--- src/rtl/lsu_be_pkg.sv ---
package lsu_be_pkg;
  typedef enum logic [1:0] {
    SZ_BYTE = 2'b00,
    SZ_HALF = 2'b01,
    SZ_WORD = 2'b10,
    SZ_RSVD = 2'b11
  } acc_size_e;

  typedef struct packed {
    logic [1:0] ofs;
    acc_size_e  size;
    logic       uns;
  } load_ctrl_t;
endpackage

--- src/rtl/lsu_be_agen.sv ---
module lsu_be_agen
  import lsu_be_pkg::*;
#(
  parameter int ADDR_W = 32,
  parameter int OFF_W  = 16,
  parameter int OFS_W  = 2
) (
  input  logic [ADDR_W-1:0]       base_i,
  input  logic [OFF_W-1:0]        offset_i,
  input  acc_size_e               size_i,
  output logic [ADDR_W-OFS_W-1:0] word_addr_o,
  output logic [OFS_W-1:0]        lane_ofs_o,
  output logic                    misalign_o
);
  localparam int EXT_W = ADDR_W - OFF_W;

  logic [ADDR_W-1:0] ea;

  assign ea          = base_i + {{EXT_W{offset_i[OFF_W-1]}}, offset_i};
  assign word_addr_o = ea[ADDR_W-1:OFS_W];
  assign lane_ofs_o  = ea[OFS_W-1:0];

  always_comb begin
    unique case (size_i)
      SZ_BYTE: misalign_o = 1'b0;
      SZ_HALF: misalign_o = ea[0];
      default: misalign_o = |ea[OFS_W-1:0];
    endcase
  end
endmodule

--- src/rtl/lsu_be_store_lanes.sv ---
module lsu_be_store_lanes
  import lsu_be_pkg::*;
#(
  parameter int DATA_W = 32
) (
  input  logic                  en_i,
  input  acc_size_e             size_i,
  input  logic [1:0]            ofs_i,
  input  logic [DATA_W-1:0]     wdata_i,
  output logic [DATA_W/8-1:0]   be_o,
  output logic [DATA_W-1:0]     wdata_o
);
  localparam int NL = DATA_W / 8;

  for (genvar l = 0; l < NL; l++) begin : g_lane
    // big-endian: lane l holds byte offset NL-1-l
    localparam logic [1:0] BOFS = 2'(NL - 1 - l);
    logic hit;

    always_comb begin
      unique case (size_i)
        SZ_BYTE: hit = (ofs_i == BOFS);
        SZ_HALF: hit = (ofs_i[1] == BOFS[1]);
        default: hit = 1'b1;
      endcase
    end

    assign be_o[l] = en_i & hit;

    always_comb begin
      unique case (size_i)
        SZ_BYTE: wdata_o[l*8 +: 8] = wdata_i[7:0];
        SZ_HALF: wdata_o[l*8 +: 8] = wdata_i[(l%2)*8 +: 8];
        default: wdata_o[l*8 +: 8] = wdata_i[l*8 +: 8];
      endcase
    end
  end
endmodule

--- src/rtl/lsu_be_load_align.sv ---
module lsu_be_load_align
  import lsu_be_pkg::*;
#(
  parameter int DATA_W = 32
) (
  input  logic              clk_i,
  input  logic              rst_ni,
  input  logic              capture_i,
  input  acc_size_e         size_i,
  input  logic [1:0]        ofs_i,
  input  logic              uns_i,
  input  logic [DATA_W-1:0] mem_rdata_i,
  output logic              rvalid_o,
  output logic [DATA_W-1:0] rdata_o
);
  localparam int NL = DATA_W / 8;
  localparam int NH = NL / 2;

  load_ctrl_t ctrl_q;
  logic       vld_q;

  always_ff @(posedge clk_i or negedge rst_ni) begin
    if (!rst_ni) begin
      vld_q  <= 1'b0;
      ctrl_q <= '{ofs: 2'b00, size: SZ_WORD, uns: 1'b0};
    end else begin
      vld_q <= capture_i;
      if (capture_i) ctrl_q <= '{ofs: ofs_i, size: size_i, uns: uns_i};
    end
  end

  logic [7:0]  byte_v;
  logic [15:0] half_v;
  logic [1:0]  byte_lane;
  logic        half_lane;

  assign byte_lane = 2'(NL - 1) - ctrl_q.ofs;
  assign half_lane = 1'(NH - 1) ^ ctrl_q.ofs[1];
  assign byte_v    = mem_rdata_i[byte_lane*8 +: 8];
  assign half_v    = mem_rdata_i[half_lane*16 +: 16];

  always_comb begin
    unique case (ctrl_q.size)
      SZ_BYTE: rdata_o = {{(DATA_W-8){byte_v[7] & ~ctrl_q.uns}}, byte_v};
      SZ_HALF: rdata_o = {{(DATA_W-16){half_v[15] & ~ctrl_q.uns}}, half_v};
      default: rdata_o = mem_rdata_i;
    endcase
  end

  assign rvalid_o = vld_q;

  AST_RVALID_FOLLOWS: assert property (@(posedge clk_i) disable iff (!rst_ni)
    capture_i |=> rvalid_o);
  AST_RVALID_ONLY_AFTER: assert property (@(posedge clk_i) disable iff (!rst_ni)
    !capture_i |=> !rvalid_o);
  AST_BYTE_ZEXT: assert property (@(posedge clk_i) disable iff (!rst_ni)
    (rvalid_o && ctrl_q.uns && ctrl_q.size == SZ_BYTE) |-> rdata_o[DATA_W-1:8] == '0);
  AST_BYTE_SEXT: assert property (@(posedge clk_i) disable iff (!rst_ni)
    (rvalid_o && !ctrl_q.uns && ctrl_q.size == SZ_BYTE)
      |-> rdata_o[DATA_W-1:8] == {(DATA_W-8){rdata_o[7]}});
endmodule

--- src/rtl/lsu_be.sv ---
module lsu_be
  import lsu_be_pkg::*;
(
  input  logic        clk_i,
  input  logic        rst_ni,
  input  logic        req_i,
  input  logic        we_i,
  input  logic [1:0]  size_i,
  input  logic        unsigned_i,
  input  logic [31:0] base_i,
  input  logic [15:0] offset_i,
  input  logic [31:0] wdata_i,
  output logic        mem_req_o,
  output logic        mem_we_o,
  output logic [29:0] mem_addr_o,
  output logic [3:0]  mem_be_o,
  output logic [31:0] mem_wdata_o,
  input  logic [31:0] mem_rdata_i,
  output logic        misalign_o,
  output logic        rvalid_o,
  output logic [31:0] rdata_o
);
  localparam int ADDR_W = 32;
  localparam int DATA_W = 32;
  localparam int OFF_W  = 16;
  localparam int OFS_W  = $clog2(DATA_W / 8);

  acc_size_e  size;
  logic       agen_mis;
  logic [1:0] lane_ofs;
  logic       ok;

  assign size = acc_size_e'(size_i);

  lsu_be_agen #(.ADDR_W(ADDR_W), .OFF_W(OFF_W), .OFS_W(OFS_W)) u_agen (
    .base_i      (base_i),
    .offset_i    (offset_i),
    .size_i      (size),
    .word_addr_o (mem_addr_o),
    .lane_ofs_o  (lane_ofs),
    .misalign_o  (agen_mis)
  );

  assign misalign_o = req_i & agen_mis;
  assign ok         = req_i & ~agen_mis;
  assign mem_req_o  = ok;
  assign mem_we_o   = ok & we_i;

  lsu_be_store_lanes #(.DATA_W(DATA_W)) u_store (
    .en_i    (ok & we_i),
    .size_i  (size),
    .ofs_i   (lane_ofs),
    .wdata_i (wdata_i),
    .be_o    (mem_be_o),
    .wdata_o (mem_wdata_o)
  );

  lsu_be_load_align #(.DATA_W(DATA_W)) u_load (
    .clk_i       (clk_i),
    .rst_ni      (rst_ni),
    .capture_i   (ok & ~we_i),
    .size_i      (size),
    .ofs_i       (lane_ofs),
    .uns_i       (unsigned_i),
    .mem_rdata_i (mem_rdata_i),
    .rvalid_o    (rvalid_o),
    .rdata_o     (rdata_o)
  );

  AST_MISALIGN_QUIET: assert property (@(posedge clk_i) disable iff (!rst_ni)
    misalign_o |-> (mem_be_o == 4'b0000 && !mem_req_o));
  AST_LOAD_NO_BE: assert property (@(posedge clk_i) disable iff (!rst_ni)
    (req_i && !we_i) |-> (mem_be_o == 4'b0000 && !mem_we_o));
  AST_BYTE_BE_ONEHOT: assert property (@(posedge clk_i) disable iff (!rst_ni)
    (mem_req_o && mem_we_o && size == SZ_BYTE) |-> $countones(mem_be_o) == 1);
  AST_WORD_ALIGNED: assert property (@(posedge clk_i) disable iff (!rst_ni)
    (mem_req_o && size == SZ_WORD) |-> lane_ofs == 2'b00);
  AST_RESET_IDLE: assert property (@(posedge clk_i)
    !rst_ni |-> !rvalid_o);
endmodule

--- config.mk ---
export PLATFORM = sky130hd
export DESIGN_NAME = lsu_be
export DESIGN_NICKNAME = d
export VERILOG_FILES = /design/src/rtl/lsu_be_pkg.sv /design/src/rtl/lsu_be_agen.sv /design/src/rtl/lsu_be_store_lanes.sv /design/src/rtl/lsu_be_load_align.sv /design/src/rtl/lsu_be.sv
export SDC_FILE = /design/constraint.sdc
export NUM_CORES = 1
export LEC_CHECK = 0
export BUFFER_PORTS_ARGS = -buffer_cell sky130_fd_sc_hd__clkbuf_2
export CAP_MARGIN = 10
export CORE_MARGIN = 8
export CORE_UTILIZATION = 40
export CTS_CLUSTER_SIZE = 25
export DETAILED_ROUTE_END_ITERATION = 7
export PLACE_DENSITY_LB_ADDON = 0.15
export REMOVE_ABC_BUFFERS = 1
export SKIP_CTS_REPAIR_TIMING = 1
export SLEW_MARGIN = 20
export SYNTH_ARGS = -nofsm -noshare
export SYNTH_HDL_FRONTEND = slang
export SYNTH_SLANG_ARGS = --single-unit
--- constraint.sdc ---
create_clock -name clk_i -period 4.1 [get_ports clk_i]
set_clock_uncertainty 0.1 [all_clocks]
set_input_delay 0.41 -clock clk_i [delete_from_list [all_inputs] [get_ports clk_i]]
set_output_delay 0.41 -clock clk_i [all_outputs]
set_load 0.02 [all_outputs]
==> results.json <==
{
  "die_h_um": 103,
  "drive_gt1_share_pct": 39.8,
  "post-route-util_pct": 55.6,
  "avgSynthCellArea_um2": 6.79,
  "arrival_ns": 2.86,
  "cts_tree": "built",
  "nNetsFinal": 795,
  "slew_violations": 0,
  "worst_slack_ns": 0.731,
  "tightest_slew_ns": 0.785,
  "hold_path.class": "in2reg",
  "die-area_um2": 10700,
  "yosysSeqAreaShare_pct": 4.98,
  "yosysTopAreaCellShare_pct": 12.8,
  "grt_max_degree": 40,
  "synth-seq-cells": 6,
  "crit_type": "in2out",
  "grt.overflow.total": 0,
  "critPathMaxFanout": 4,
  "period_needed_ns": 3.37,
  "clkSinkCount": 6,
  "io_buffers": 220,
  "clock.fmax_ghz": 0.297,
  "clock_latency_ns": 0.22,
  "grt_pass1_wl_mm": 18.3,
  "htreeDepth": 1,
  "drt_iter0_drc": 125,
  "synth_area_leaders": "ha_1, nand2_1, mux2_2",
  "yosysMostFrequentCell": "nand2_1",
  "area_growth_pct": 37.5,
  "die_w_um": 103,
  "grt_usage_pct": 20.7,
  "final_hold_viol_count": 0,
  "rsz0062_at_grt": "no",
  "n_antenna_cell": 0,
  "holdWs_ns": 0.324,
  "ys.flop_type": "dfrtp_1",
  "syn_inst": 448,
  "start_util_pct": 40.4,
  "cts_buffer_depth": 2,
  "drt_wl_total_mm": 11.6,
  "finalSetupViolCount": 0,
  "yosys.area.top_type": "ha_1",
  "p_leak_nw": 2.29,
  "hpwlAfterDp_mm": 10.0,
  "cts_root_buf": "clkbuf_8",
  "crit_path_end_kind": "primary output",
  "p_per_area_nw_per_um2": 320,
  "yosys_warnings": 0,
  "period_share_pct": 82.2,
  "antenna_left": 0,
  "ir_worst_vdd_mv": 0.111,
  "crit_required_ns": 3.59,
  "via_per_inst": 5.32,
  "yosys-top-cells-count": "nand2_1, o21ai_0, nor2_1, ha_1, a21oi_1",
  "drtPass1Iterations": 5,
  "wl_per_cell_um": 15.6,
  "finalSetupTns_ns": 0,
  "grt_pass1_vias": 3871,
  "clkTransAtPathRegs_ns": 0.04,
  "vias": 3961,
  "cap_violations": 0,
  "drc": 0,
  "pre_cts_ws_ns": 0.764,
  "ys_types": 59,
  "antenna_found_initial": 0,
  "status": "completed",
  "core.rowCount": 32,
  "routabilityCongestion": 0.868,
  "worst_setup_path_start_kind": "input pin",
  "relSlewSlack_pct": 47.7,
  "core_area_um2": 7530,
  "ios": 221,
  "cts_buffers": 3,
  "async_reset_ff_share_pct": 100,
  "syn_area_um2": 3040,
  "synth_edf_count": 0
}
-- registers in the layout, summed over array words and instances (netlist names) --
name / count
u_load.rvalid_o: 1
u_load.ctrl_q: 5
-- through the flow --
step           area, µm²  std cells  power, mW
2_1_floorplan       2890        417      0.849
3_3_place_gp        4130        740       1.24
3_5_place_dp        4130        740       1.25
4_1_cts             4170        744       1.35
5_1_grt             4180        745       1.46
6_report            4180        745       1.34
-- worst paths after layout --
path | startpoint | to | depth (start not counted) | slack (ns)
worst min-delay path | unsigned_i | u_load.ctrl_q[0] | 2 | 0.32
min in group asynchronous | rst_ni | u_load.rvalid_o | 2 | 0.45
worst max-delay path | base_i[0] | mem_addr_o[26] | 12 | 0.73
max in group asynchronous | rst_ni | u_load.ctrl_q[2] | 2 | 3.23
worst min register to register | u_load.ctrl_q[0] | u_load.ctrl_q[0] | 1 | 0.44
worst max register to register | u_load.ctrl_q[2] | u_load.ctrl_q[2] | 2 | 2.79
-- area by class of cell --
cell class              count  area, µm²
well taps                 102        128
repair buffers            222       1120
flip-flops and latches      6        151
fillers                   797       3340
multi-input cells         401       2700
inverters                  10       37.5
clock buffers               4       45.0
-- critical path, stage by stage --
cell and delay (ns):
clkbuf_2 0.09, ha_1 0.22, inv_1 0.07, fa_1 0.39, nor2b_1 0.19, o31ai_2 0.10, o21ai_1 0.34, o21ai_2 0.15
a22oi_1 0.41, mux2i_1 0.25, nand2_1 0.07, clkbuf_2 0.16
-- kinds of logic (layout without fill, tap and decap cells) --
logic type	count (synthesis)	in the layout	share of synthesized area, %
flip-flops	6	6	4.98
AND/OR/NAND/NOR	161	161	23.0
AO/OA/AOI/OAI	145	145	32.0
XOR/XNOR	26	26	7.49
multiplexers	37	37	13.0
adder cells (fa/ha/maj)	32	32	13.4
buffers and inverters	41	236	6.17
-- placed cells by master, fill, tap and decap left out, types with 2 or more instances in the layout --
cell type,count
a2111oi_0,2
a211oi_1,5
a21boi_0,4
a21o_1,15
a21oi_1,28
a22o_1,7
a22oi_1,8
a41oi_1,3
and2_1,4
clkbuf_2,220
clkbuf_8,3
dfrtp_1,5
ha_1,31
inv_1,9
mux2_2,20
mux2i_1,17
nand2_1,86
nand2b_1,4
nand3_1,8
nand4_1,3
nor2_1,33
nor2b_1,6
nor3_1,8
nor4_1,2
o211ai_1,6
o21a_1,6
o21ai_0,34
o21ai_1,5
o21ai_2,2
o21bai_1,2
o22ai_1,2
o31ai_1,3
xnor2_1,18
xor2_1,8
-- layer usage --
layer | global-route usage [%] | part of all wire (%) | wire length [µm] | up-vias
li1 | - | - | - | 2011
met1 | 25.6 | 42 | 4840 | 1785
met2 | 37.6 | 49 | 5680 | 159
met3 | 2.81 | 8.9 | 1030 | 6
met4 | 3.45 | 0.57 | 66 | 0
met5 | 0 | 0 | 0 | -
-- power breakdown --
group	total, mW	switching [mW]	internal (mW)
Combinational	1.12	0.698	0.419
Sequential	0.131	0.0557	0.0749
Clock	0.0922	0.0253	0.0669
Power figures use the tool's default switching activity.
